File: src/rtl/dshot_pkg.sv
package dshot_pkg;
  localparam int CMD_W   = 11;
  localparam int CRC_W   = 4;
  localparam int FRAME_W = CMD_W + 1 + CRC_W;

  // Checksum over the command shifted up by one (request bit = 0).
  function automatic logic [CRC_W-1:0] frame_crc(input logic [CMD_W-1:0] cmd);
    logic [11:0] v;
    v = {cmd, 1'b0};
    return v[3:0] ^ v[7:4] ^ v[11:8];
  endfunction
endpackage

File: src/rtl/dshot_frame_build.sv
module dshot_frame_build
  import dshot_pkg::*;
(
  input  logic [CMD_W-1:0]   cmd,
  output logic [FRAME_W-1:0] frame
);
  // command, request bit held at 0, checksum nibble
  assign frame = {cmd, 1'b0, frame_crc(cmd)};
endmodule

File: src/rtl/dshot_rate_table.sv
module dshot_rate_table #(
  parameter int CLK_HZ         = 48_000_000,
  parameter int ONE_PCT        = 71,
  parameter int ZERO_PCT       = 38,
  parameter int GAP_SLOW_SLOTS = 6,
  parameter int GAP_FAST_SLOTS = 14,
  parameter int CNT_W          = 9,
  parameter int SLOT_W         = 5
) (
  input  logic [1:0]        rate_sel,
  output logic [CNT_W-1:0]  per,
  output logic [CNT_W-1:0]  hi_one,
  output logic [CNT_W-1:0]  hi_zero,
  output logic [SLOT_W-1:0] gap
);
  localparam int BASE_HZ = 150_000;

  logic [CNT_W-1:0]  per_tab  [4];
  logic [CNT_W-1:0]  one_tab  [4];
  logic [CNT_W-1:0]  zero_tab [4];
  logic [SLOT_W-1:0] gap_tab  [4];

  // codes 2 and 3 both select the fastest rate
  for (genvar i = 0; i < 4; i++) begin : g_rate
    localparam int SH = (i > 2) ? 2 : i;
    localparam int P  = CLK_HZ / (BASE_HZ << SH);
    assign per_tab[i]  = CNT_W'(P);
    assign one_tab[i]  = CNT_W'((P * ONE_PCT) / 100);
    assign zero_tab[i] = CNT_W'((P * ZERO_PCT) / 100);
    assign gap_tab[i]  = SLOT_W'((SH == 0) ? GAP_SLOW_SLOTS : GAP_FAST_SLOTS);
  end

  assign per     = per_tab[rate_sel];
  assign hi_one  = one_tab[rate_sel];
  assign hi_zero = zero_tab[rate_sel];
  assign gap     = gap_tab[rate_sel];
endmodule

File: src/rtl/dshot_serializer.sv
module dshot_serializer #(
  parameter int FRAME_W = 16,
  parameter int CNT_W   = 9,
  parameter int SLOT_W  = 5
) (
  input  logic               clk,
  input  logic               rst_n,
  input  logic [FRAME_W-1:0] frame_in,
  input  logic [CNT_W-1:0]   per_in,
  input  logic [CNT_W-1:0]   hi_one_in,
  input  logic [CNT_W-1:0]   hi_zero_in,
  input  logic [SLOT_W-1:0]  gap_in,
  output logic               frame_load,
  output logic               frame_done,
  output logic               pwm_out
);
  logic               boot_q;
  logic [FRAME_W-1:0] sh_q;
  logic [CNT_W-1:0]   per_q, hi_one_q, hi_zero_q, cnt_q;
  logic [SLOT_W-1:0]  gap_q, slot_q;
  logic               last_cyc, last_slot, in_data, wrap;
  logic [CNT_W-1:0]   hi_now;

  assign last_cyc   = (cnt_q == per_q - CNT_W'(1));
  assign last_slot  = (slot_q == SLOT_W'(FRAME_W) + gap_q - SLOT_W'(1));
  assign in_data    = (slot_q < SLOT_W'(FRAME_W));
  assign wrap       = last_cyc && last_slot;
  assign frame_load = boot_q || wrap;
  assign frame_done = !boot_q && wrap;
  assign hi_now     = sh_q[FRAME_W-1] ? hi_one_q : hi_zero_q;
  assign pwm_out    = !boot_q && in_data && (cnt_q < hi_now);

  always_ff @(posedge clk) begin
    if (!rst_n) begin
      boot_q    <= 1'b1;
      sh_q      <= '0;
      per_q     <= '0;
      hi_one_q  <= '0;
      hi_zero_q <= '0;
      gap_q     <= '0;
      slot_q    <= '0;
      cnt_q     <= '0;
    end else if (frame_load) begin
      boot_q    <= 1'b0;
      sh_q      <= frame_in;
      per_q     <= per_in;
      hi_one_q  <= hi_one_in;
      hi_zero_q <= hi_zero_in;
      gap_q     <= gap_in;
      slot_q    <= '0;
      cnt_q     <= '0;
    end else if (last_cyc) begin
      cnt_q  <= '0;
      slot_q <= slot_q + SLOT_W'(1);
      if (in_data) sh_q <= {sh_q[FRAME_W-2:0], 1'b0};
    end else begin
      cnt_q <= cnt_q + CNT_W'(1);
    end
  end


  gap_low_chk: assert property (@(posedge clk) disable iff (!rst_n)
    frame_done |-> !pwm_out);

  done_pulse_chk: assert property (@(posedge clk) disable iff (!rst_n)
    frame_done |=> !frame_done);

  frame_hold_chk: assert property (@(posedge clk) disable iff (!rst_n)
    !frame_load |=> ($stable(per_q) && $stable(gap_q) && $stable(hi_one_q)));

  pulse_start_chk: assert property (@(posedge clk) disable iff (!rst_n)
    $rose(pwm_out) |-> (cnt_q == '0));
endmodule

File: src/rtl/dshot_tx.sv
module dshot_tx #(
  parameter int CLK_HZ         = 48_000_000,
  parameter int ONE_PCT        = 71,
  parameter int ZERO_PCT       = 38,
  parameter int GAP_SLOW_SLOTS = 6,
  parameter int GAP_FAST_SLOTS = 14
) (
  input  logic        clk,
  input  logic        rst_n,
  input  logic        cmd_valid,
  output logic        cmd_ready,
  input  logic [10:0] cmd_data,
  input  logic [1:0]  rate_sel,
  output logic        pwm_out,
  output logic        frame_done
);
  import dshot_pkg::*;

  localparam int MAX_GAP = (GAP_SLOW_SLOTS > GAP_FAST_SLOTS) ? GAP_SLOW_SLOTS : GAP_FAST_SLOTS;
  localparam int CNT_W   = $clog2(CLK_HZ / 150_000 + 1);
  localparam int SLOT_W  = $clog2(FRAME_W + MAX_GAP + 1);

  logic [CMD_W-1:0]   cmd_q, pend_q, src_cmd;
  logic               pend_v, frame_load, accept;
  logic [FRAME_W-1:0] frame;
  logic [CNT_W-1:0]   per, hi_one, hi_zero;
  logic [SLOT_W-1:0]  gap;

  assign cmd_ready = !pend_v;
  assign accept    = cmd_valid && cmd_ready;
  assign src_cmd   = pend_v ? pend_q : cmd_q;

  always_ff @(posedge clk) begin
    if (!rst_n) begin
      cmd_q  <= '0;
      pend_q <= '0;
      pend_v <= 1'b0;
    end else begin
      if (frame_load && pend_v) begin
        cmd_q  <= pend_q;
        pend_v <= 1'b0;
      end else if (accept) begin
        pend_q <= cmd_data;
        pend_v <= 1'b1;
      end
    end
  end

  dshot_frame_build u_build (.cmd(src_cmd), .frame(frame));

  dshot_rate_table #(
    .CLK_HZ(CLK_HZ), .ONE_PCT(ONE_PCT), .ZERO_PCT(ZERO_PCT),
    .GAP_SLOW_SLOTS(GAP_SLOW_SLOTS), .GAP_FAST_SLOTS(GAP_FAST_SLOTS),
    .CNT_W(CNT_W), .SLOT_W(SLOT_W)
  ) u_rate (
    .rate_sel(rate_sel), .per(per), .hi_one(hi_one), .hi_zero(hi_zero), .gap(gap)
  );

  dshot_serializer #(.FRAME_W(FRAME_W), .CNT_W(CNT_W), .SLOT_W(SLOT_W)) u_ser (
    .clk(clk), .rst_n(rst_n), .frame_in(frame), .per_in(per),
    .hi_one_in(hi_one), .hi_zero_in(hi_zero), .gap_in(gap),
    .frame_load(frame_load), .frame_done(frame_done), .pwm_out(pwm_out)
  );


  slot_full_chk: assert property (@(posedge clk) disable iff (!rst_n)
    accept |=> !cmd_ready);

  slot_free_chk: assert property (@(posedge clk) disable iff (!rst_n)
    (frame_load && !cmd_ready) |=> cmd_ready);
endmodule

File: config.mk
export PLATFORM = sky130hd
export DESIGN_NAME = dshot_tx
export DESIGN_NICKNAME = d
export VERILOG_FILES = /design/src/rtl/dshot_pkg.sv /design/src/rtl/dshot_frame_build.sv /design/src/rtl/dshot_rate_table.sv /design/src/rtl/dshot_serializer.sv /design/src/rtl/dshot_tx.sv
export SDC_FILE = /design/constraint.sdc
export NUM_CORES = 1
export LEC_CHECK = 0
export CAP_MARGIN = 20
export CORE_MARGIN = 5
export CORE_UTILIZATION = 50
export CTS_CLUSTER_DIAMETER = 40
export DETAILED_ROUTE_END_ITERATION = 8
export GPL_ROUTABILITY_DRIVEN = 0
export HOLD_SLACK_MARGIN = 0.12
export PLACE_DENSITY = 0.8
export SYNTH_ARGS = -nofsm -noshare
export SYNTH_HDL_FRONTEND = slang
export SYNTH_SLANG_ARGS = --single-unit
File: constraint.sdc
create_clock -name clk -period 5.14 [get_ports clk]
set_clock_uncertainty 0.1 [all_clocks]
set_input_delay 0.771 -clock clk [delete_from_list [all_inputs] [get_ports clk]]
set_output_delay 0.771 -clock clk [all_outputs]
set_load 0.03 [all_outputs]
# Word level (Yosys, flattened, before mapping)

Index checks and enable logic that the tools add are counted.

Output and inout bits: 3
RAM bits: 0
ROM bits: 0
Memories kept: 0
Register bits: 86
Word-level logic and storage cells: 61
Bits in latches: 0
Input port bits: 16

Shifts and indexed selects: 0
Add/sub/neg operators: 5
Div/mod/pow operators: 0
Bitwise gates (word level): 5
Equal/unequal tests: 2
$mul: 0
Reductions and logical operators: 17
Order comparisons: 3
Muxes and demuxes: 17

Operator list:

| kind                                                                | number |
|---|---|
| 9-bit 2-to-1 mux                                                    | 7 |
| 9-bit binary-select mux with 2-bit select                           | 3 |
| 16-bit 2-to-1 mux                                                   | 3 |
| 11-bit 2-to-1 mux                                                   | 1 |
| 5-bit binary-select mux with 2-bit select                           | 1 |
| 5-bit 2-to-1 mux                                                    | 2 |
| 9-bit by 1-bit adder with 9-bit output (second input constant)      | 1 |
| 9-bit equality test                                                 | 1 |
| 9-bit < comparator                                                  | 1 |
| 9-bit by 1-bit subtractor with 9-bit output (second input constant) | 1 |
| 4-bit XOR                                                           | 2 |
| 1-bit logical AND                                                   | 6 |
| 2-bit AND reduction                                                 | 3 |
| 5-bit by 1-bit adder with 5-bit output (second input constant)      | 1 |
| 5-bit adder (first input constant)                                  | 1 |
| 5-bit equality test                                                 | 1 |
| 5-bit < comparator (second input constant)                          | 1 |
| 5-bit by 1-bit subtractor with 5-bit output (second input constant) | 1 |
| 2-bit nonzero test                                                  | 2 |
| 2-bit OR reduction                                                  | 2 |
| 3-bit >= comparator (second input constant)                         | 1 |
| 2-bit NOT with 3-bit output                                         | 1 |
| 3-bit OR reduction                                                  | 1 |
| 1-bit zero test                                                     | 2 |
| 2 further kinds                                                     | 3 |

# Longest topological paths before layout

Depth in word-level cells: 8
Mapped depth: 9
Mapped depth without buffers: 8

# Modules after synthesis

From an unflattened synthesis, not the netlist that was laid out.

Cell total of the unflattened synthesis: 512
Area, all modules: 4,456.8 um^2

By module, submodules not included:

| module            | times used | area each (um^2) | cells an instance | sequential area each (um^2) |
|---|---|---|---|---|
| dshot_serializer  | 1          | 3,046.7          | 359               | 1,261.2 |
| dshot_tx          | 1          | 999.7            | 102               | 460.4 |
| dshot_rate_table  | 1          | 236.5            | 34                | 0.0 |
| dshot_frame_build | 1          | 173.9            | 17                | 0.0 |

# Worst setup path before layout

Ideal clock, no wire load.

Path type: register -> output
Start: register, netlist name u_ser.hi_zero_q[1]
End: output port frame_done
Arrival: 2.306 ns
Data required time: 4.269 ns
Setup slack: 1.963 ns
Stages on the path, launching flop included: 9
Path through: dfxtp_1 inv_1 ha_1 nor3b_2 xnor2_1 nor3_1 nand2_1 clkbuf_1 nor3_1

RTL lines:

| element       | RTL line       | source |
|---|---|---|
| end, declared | dshot_tx.sv:15 | `output logic frame_done` |

==> flow_metrics.env <==
export IMPL_outcome="complete, no violations"
export IMPL_grt_pass1_wl_um=9940
export IMPL_synth_area_um2=3100
export IMPL_antenna_cells=0
export IMPL_antenna_found_initial=0
export IMPL_cts_num_sinks=61
export IMPL_post_synth_top_count_cell="dfxtp_1"
export IMPL_min_period_over_period=0.772
export IMPL_ys_types=46
export IMPL_final_nets=387
export IMPL_total_power_mw=1.03
export IMPL_fillers=503
export IMPL_cts_buffer_depth=2
export IMPL_hold_path_endpoint="cmd_q[8]$_SDFFE_PN0P_"
export IMPL_syn_mean_instance_area_um2=8.91
export IMPL_r2r_slack_ps=2340
export IMPL_clockRootBuffer="clkbuf_8"
export IMPL_setup_tns_final_ps=0
export IMPL_peakVddDrop_uv=267
export IMPL_insertion_delay_ps=340
export IMPL_path_cells="inv_1 > ha_1 > nor3b_2 > xnor2_1 > nor3_1 > nand2_1 > nor3_1 > clkdlybuf4s50_1"
export IMPL_stdcell_count=440
export IMPL_post_synth_top_area_cell="dfxtp_1"
export IMPL_fp_coreArea_um2=5990
export IMPL_numCtsBuffers=9
export IMPL_via_per_inst=5.46
export IMPL_cts_tree="built"
export IMPL_p_per_area_nw_per_um2=296
export IMPL_synth_area_leaders="dfxtp_1 39%, mux2i_1 8.4%, nand2_1 7.0%"
export IMPL_ys_warn_count=0
export IMPL_synth_common_cells="61 x dfxtp_1, 58 x nand2_1, 27 x a21oi_1"
export IMPL_grt_use_total=0.166
export IMPL_fmax_ghz=0.252
export IMPL_synthFlopType="dfxtp_1"
export IMPL_crit_required_ps=4270
export IMPL_syn_num_nets=375
export IMPL_synth_seq_area_share=0.394
export IMPL_timing_rr_end="u_ser.sh_q[15]$_SDFFE_PN0P_"
export IMPL_ios=19
export IMPL_path_clk_slew_ps=70
export IMPL_drv_cap=0
export IMPL_finalCriticalPeriod_ps=3970
export IMPL_synth_top_cell_area_share=0.394
export IMPL_tightestPinTransition_ps=864
export IMPL_cp_end_kind="output pin"
export IMPL_synthArstFlopShare=0
export IMPL_grt_start_max_net_pins=42
export IMPL_reg2reg_from="u_ser.gap_q[2]$_SDFFE_PN0N_"
export IMPL_synthCells=348
export IMPL_cts_setup_buffers=0
export IMPL_cp_top_family="simple AND/OR/NAND/NOR gates"
export IMPL_ctsHoldBuffers=0
export IMPL_drt_initial_drc_count=78
export IMPL_setup_violations=0
export IMPL_finalMaxSlewViolations=0
export IMPL_critPathMaxFanout=14
export IMPL_final_util=0.581
export IMPL_finalHoldViolCount=0
export IMPL_relSlewSlack=0.422
export IMPL_die_width_um=88.7
export IMPL_first_pass_iters=4
export IMPL_first_global_vias=2164
export IMPL_cts_resized=0
export IMPL_start_util=0.518
export IMPL_crit_type="register to output pin"
export IMPL_num_vias=2401
export IMPL_die_y_um=88.7
export IMPL_ff2ff_path_depth=8
export IMPL_wl_um=5990
export IMPL_area_growth_pct=12.3
export IMPL_synth_seq_cells=61
export IMPL_gr_total_overflow=0
export IMPL_drc=0
export IMPL_synth_edf_count=0
export IMPL_min_path_type="register to register"
export IMPL_drive_gt1_frac=0.101
export IMPL_startpoint_type="register"
export IMPL_holdCritStartpoint="cmd_q[8]$_SDFFE_PN0P_"
export IMPL_wire_per_inst_um=13.6
export IMPL_io_buffers=18
export IMPL_leakage_nw=1.25
export IMPL_cpMaxStageDelayCell="clkdlybuf4s50_1"
export IMPL_critical_path_buf_inv_count=2
export IMPL_grt_setup_unrepaired="false"
export IMPL_h_tree_depth=3
export IMPL_dp_cells=424
export IMPL_worstPathArrival_ps=3100
export IMPL_dieArea_um2=7880
export IMPL_crit_top_cell="nor3_1"
export IMPL_fin_hold_ws_ps=357
export IMPL_slowest_delay_ps=700
export IMPL_dp_hpwl_um=4370
export IMPL_route_antenna_remaining_nets=0
export IMPL_row_count=28
export IMPL_whs_path_depth=2
==> state kept, by name, indices dropped and copies added (netlist names) <==
name,cells
cmd_q,11
pend_q,11
pend_v,1
u_ser.boot_q,1
u_ser.cnt_q,9
u_ser.gap_q,1
u_ser.hi_zero_q,4
u_ser.per_q,2
u_ser.sh_q,16
u_ser.slot_q,5
==> routing by layer <==
metal	up-vias	share of wire	routed length, µm	GRT usage
met5	-	0	0	0
met4	0	0.021	126	0.0783
met3	12	0.038	230	0.0466
met2	39	0.45	2700	0.243
met1	1107	0.49	2930	0.224
li1	1243	-	-	-
==> kinds of logic (layout without fill, tap and decap cells) <==
kind of cell | count (synthesis) | in the layout | share of synthesized area
and+or+nand+nor | 121 | 121 | 0.183
AOI/OAI and AO/OA | 71 | 71 | 0.159
DFF | 61 | 61 | 0.394
muxes | 29 | 29 | 0.0948
buffers and inverters | 28 | 45 | 0.0440
xor gates and xnor gates | 27 | 27 | 0.0807
adders and majority gates | 11 | 11 | 0.0444
==> how the worst max path moves through the flow <==
| stage | startpoint | to | slack (ps) | cells after the start |
|---|---|---|---|---|
| CTS | u_ser.hi_zero_q[1]$_SDFFE_PN0N_ | frame_done | 1160 | 8 |
| detailed placement | u_ser.hi_zero_q[1]$_SDFFE_PN0N_ | frame_done | 1540 | 8 |
| finish | u_ser.hi_zero_q[1]$_SDFFE_PN0N_ | frame_done | 1170 | 8 |
| global placement | u_ser.hi_zero_q[1]$_SDFFE_PN0N_ | frame_done | 1690 | 8 |
| floorplan | u_ser.hi_zero_q[1]$_SDFFE_PN0N_ | frame_done | 1960 | 8 |
| global route | u_ser.hi_zero_q[1]$_SDFFE_PN0N_ | frame_done | 920 | 8 |
==> layout by cell type (no fill, tap or decap), drive strengths merged, types with 2 or more instances in the layout <==
| cell type | n |
|---|---|
| nor4 | 2 |
| clkbuf | 12 |
| clkdlybuf4s50 | 18 |
| ha | 11 |
| nor2 | 22 |
| nor2b | 2 |
| xnor2 | 16 |
| a21oi | 27 |
| nand2 | 58 |
| a211oi | 4 |
| mux2i | 26 |
| and3 | 3 |
| xor2 | 10 |
| o211ai | 8 |
| clkinv | 2 |
| o21ai | 19 |
| mux2 | 3 |
| o41ai | 2 |
| dfxtp | 61 |
| nand3 | 22 |
| o31ai | 3 |
| inv | 8 |
| o21a | 2 |
| nor3 | 5 |
| buf | 3 |
==> metrics by stage <==
step	setup slack [ps]	instance area, µm²
finish	1170	3480
detailed placement	1540	3290
floorplan	1960	3100
global placement	1690	3290
global route	920	3480
CTS	1160	3480
==> cell type report <==
| cell class | instances | area, µm² | area share |
|---|---|---|---|
| flip-flops and latches | 61 | 1220 | 0.351 |
| clock buffers | 12 | 145 | 0.0417 |
| clock inverters | 4 | 47.5 | 0.0136 |
| well taps | 75 | 93.8 | 0.0269 |
| multi-input cells | 259 | 1740 | 0.500 |
| inverters | 8 | 30.0 | 0.00862 |
| repair buffers | 21 | 203 | 0.0582 |
==> worst register-to-register path: stages (launching register included) <==
cell	delay (ps)
dfxtp_1	370
inv_1	80
ha_1	310
xnor2_1	160
nor4_4	590
a31oi_2	420
buf_4	340
o21ai_0	240
a21oi_1	60
==> where the power goes <==
group	internal, mW	total [mW]	leakage, nW	switching (mW)
Sequential	0.491	0.510	0.498	0.0189
Combinational	0.0493	0.107	0.654	0.0580
Clock	0.236	0.415	0.0964	0.180
Power figures use the tool's default switching activity.
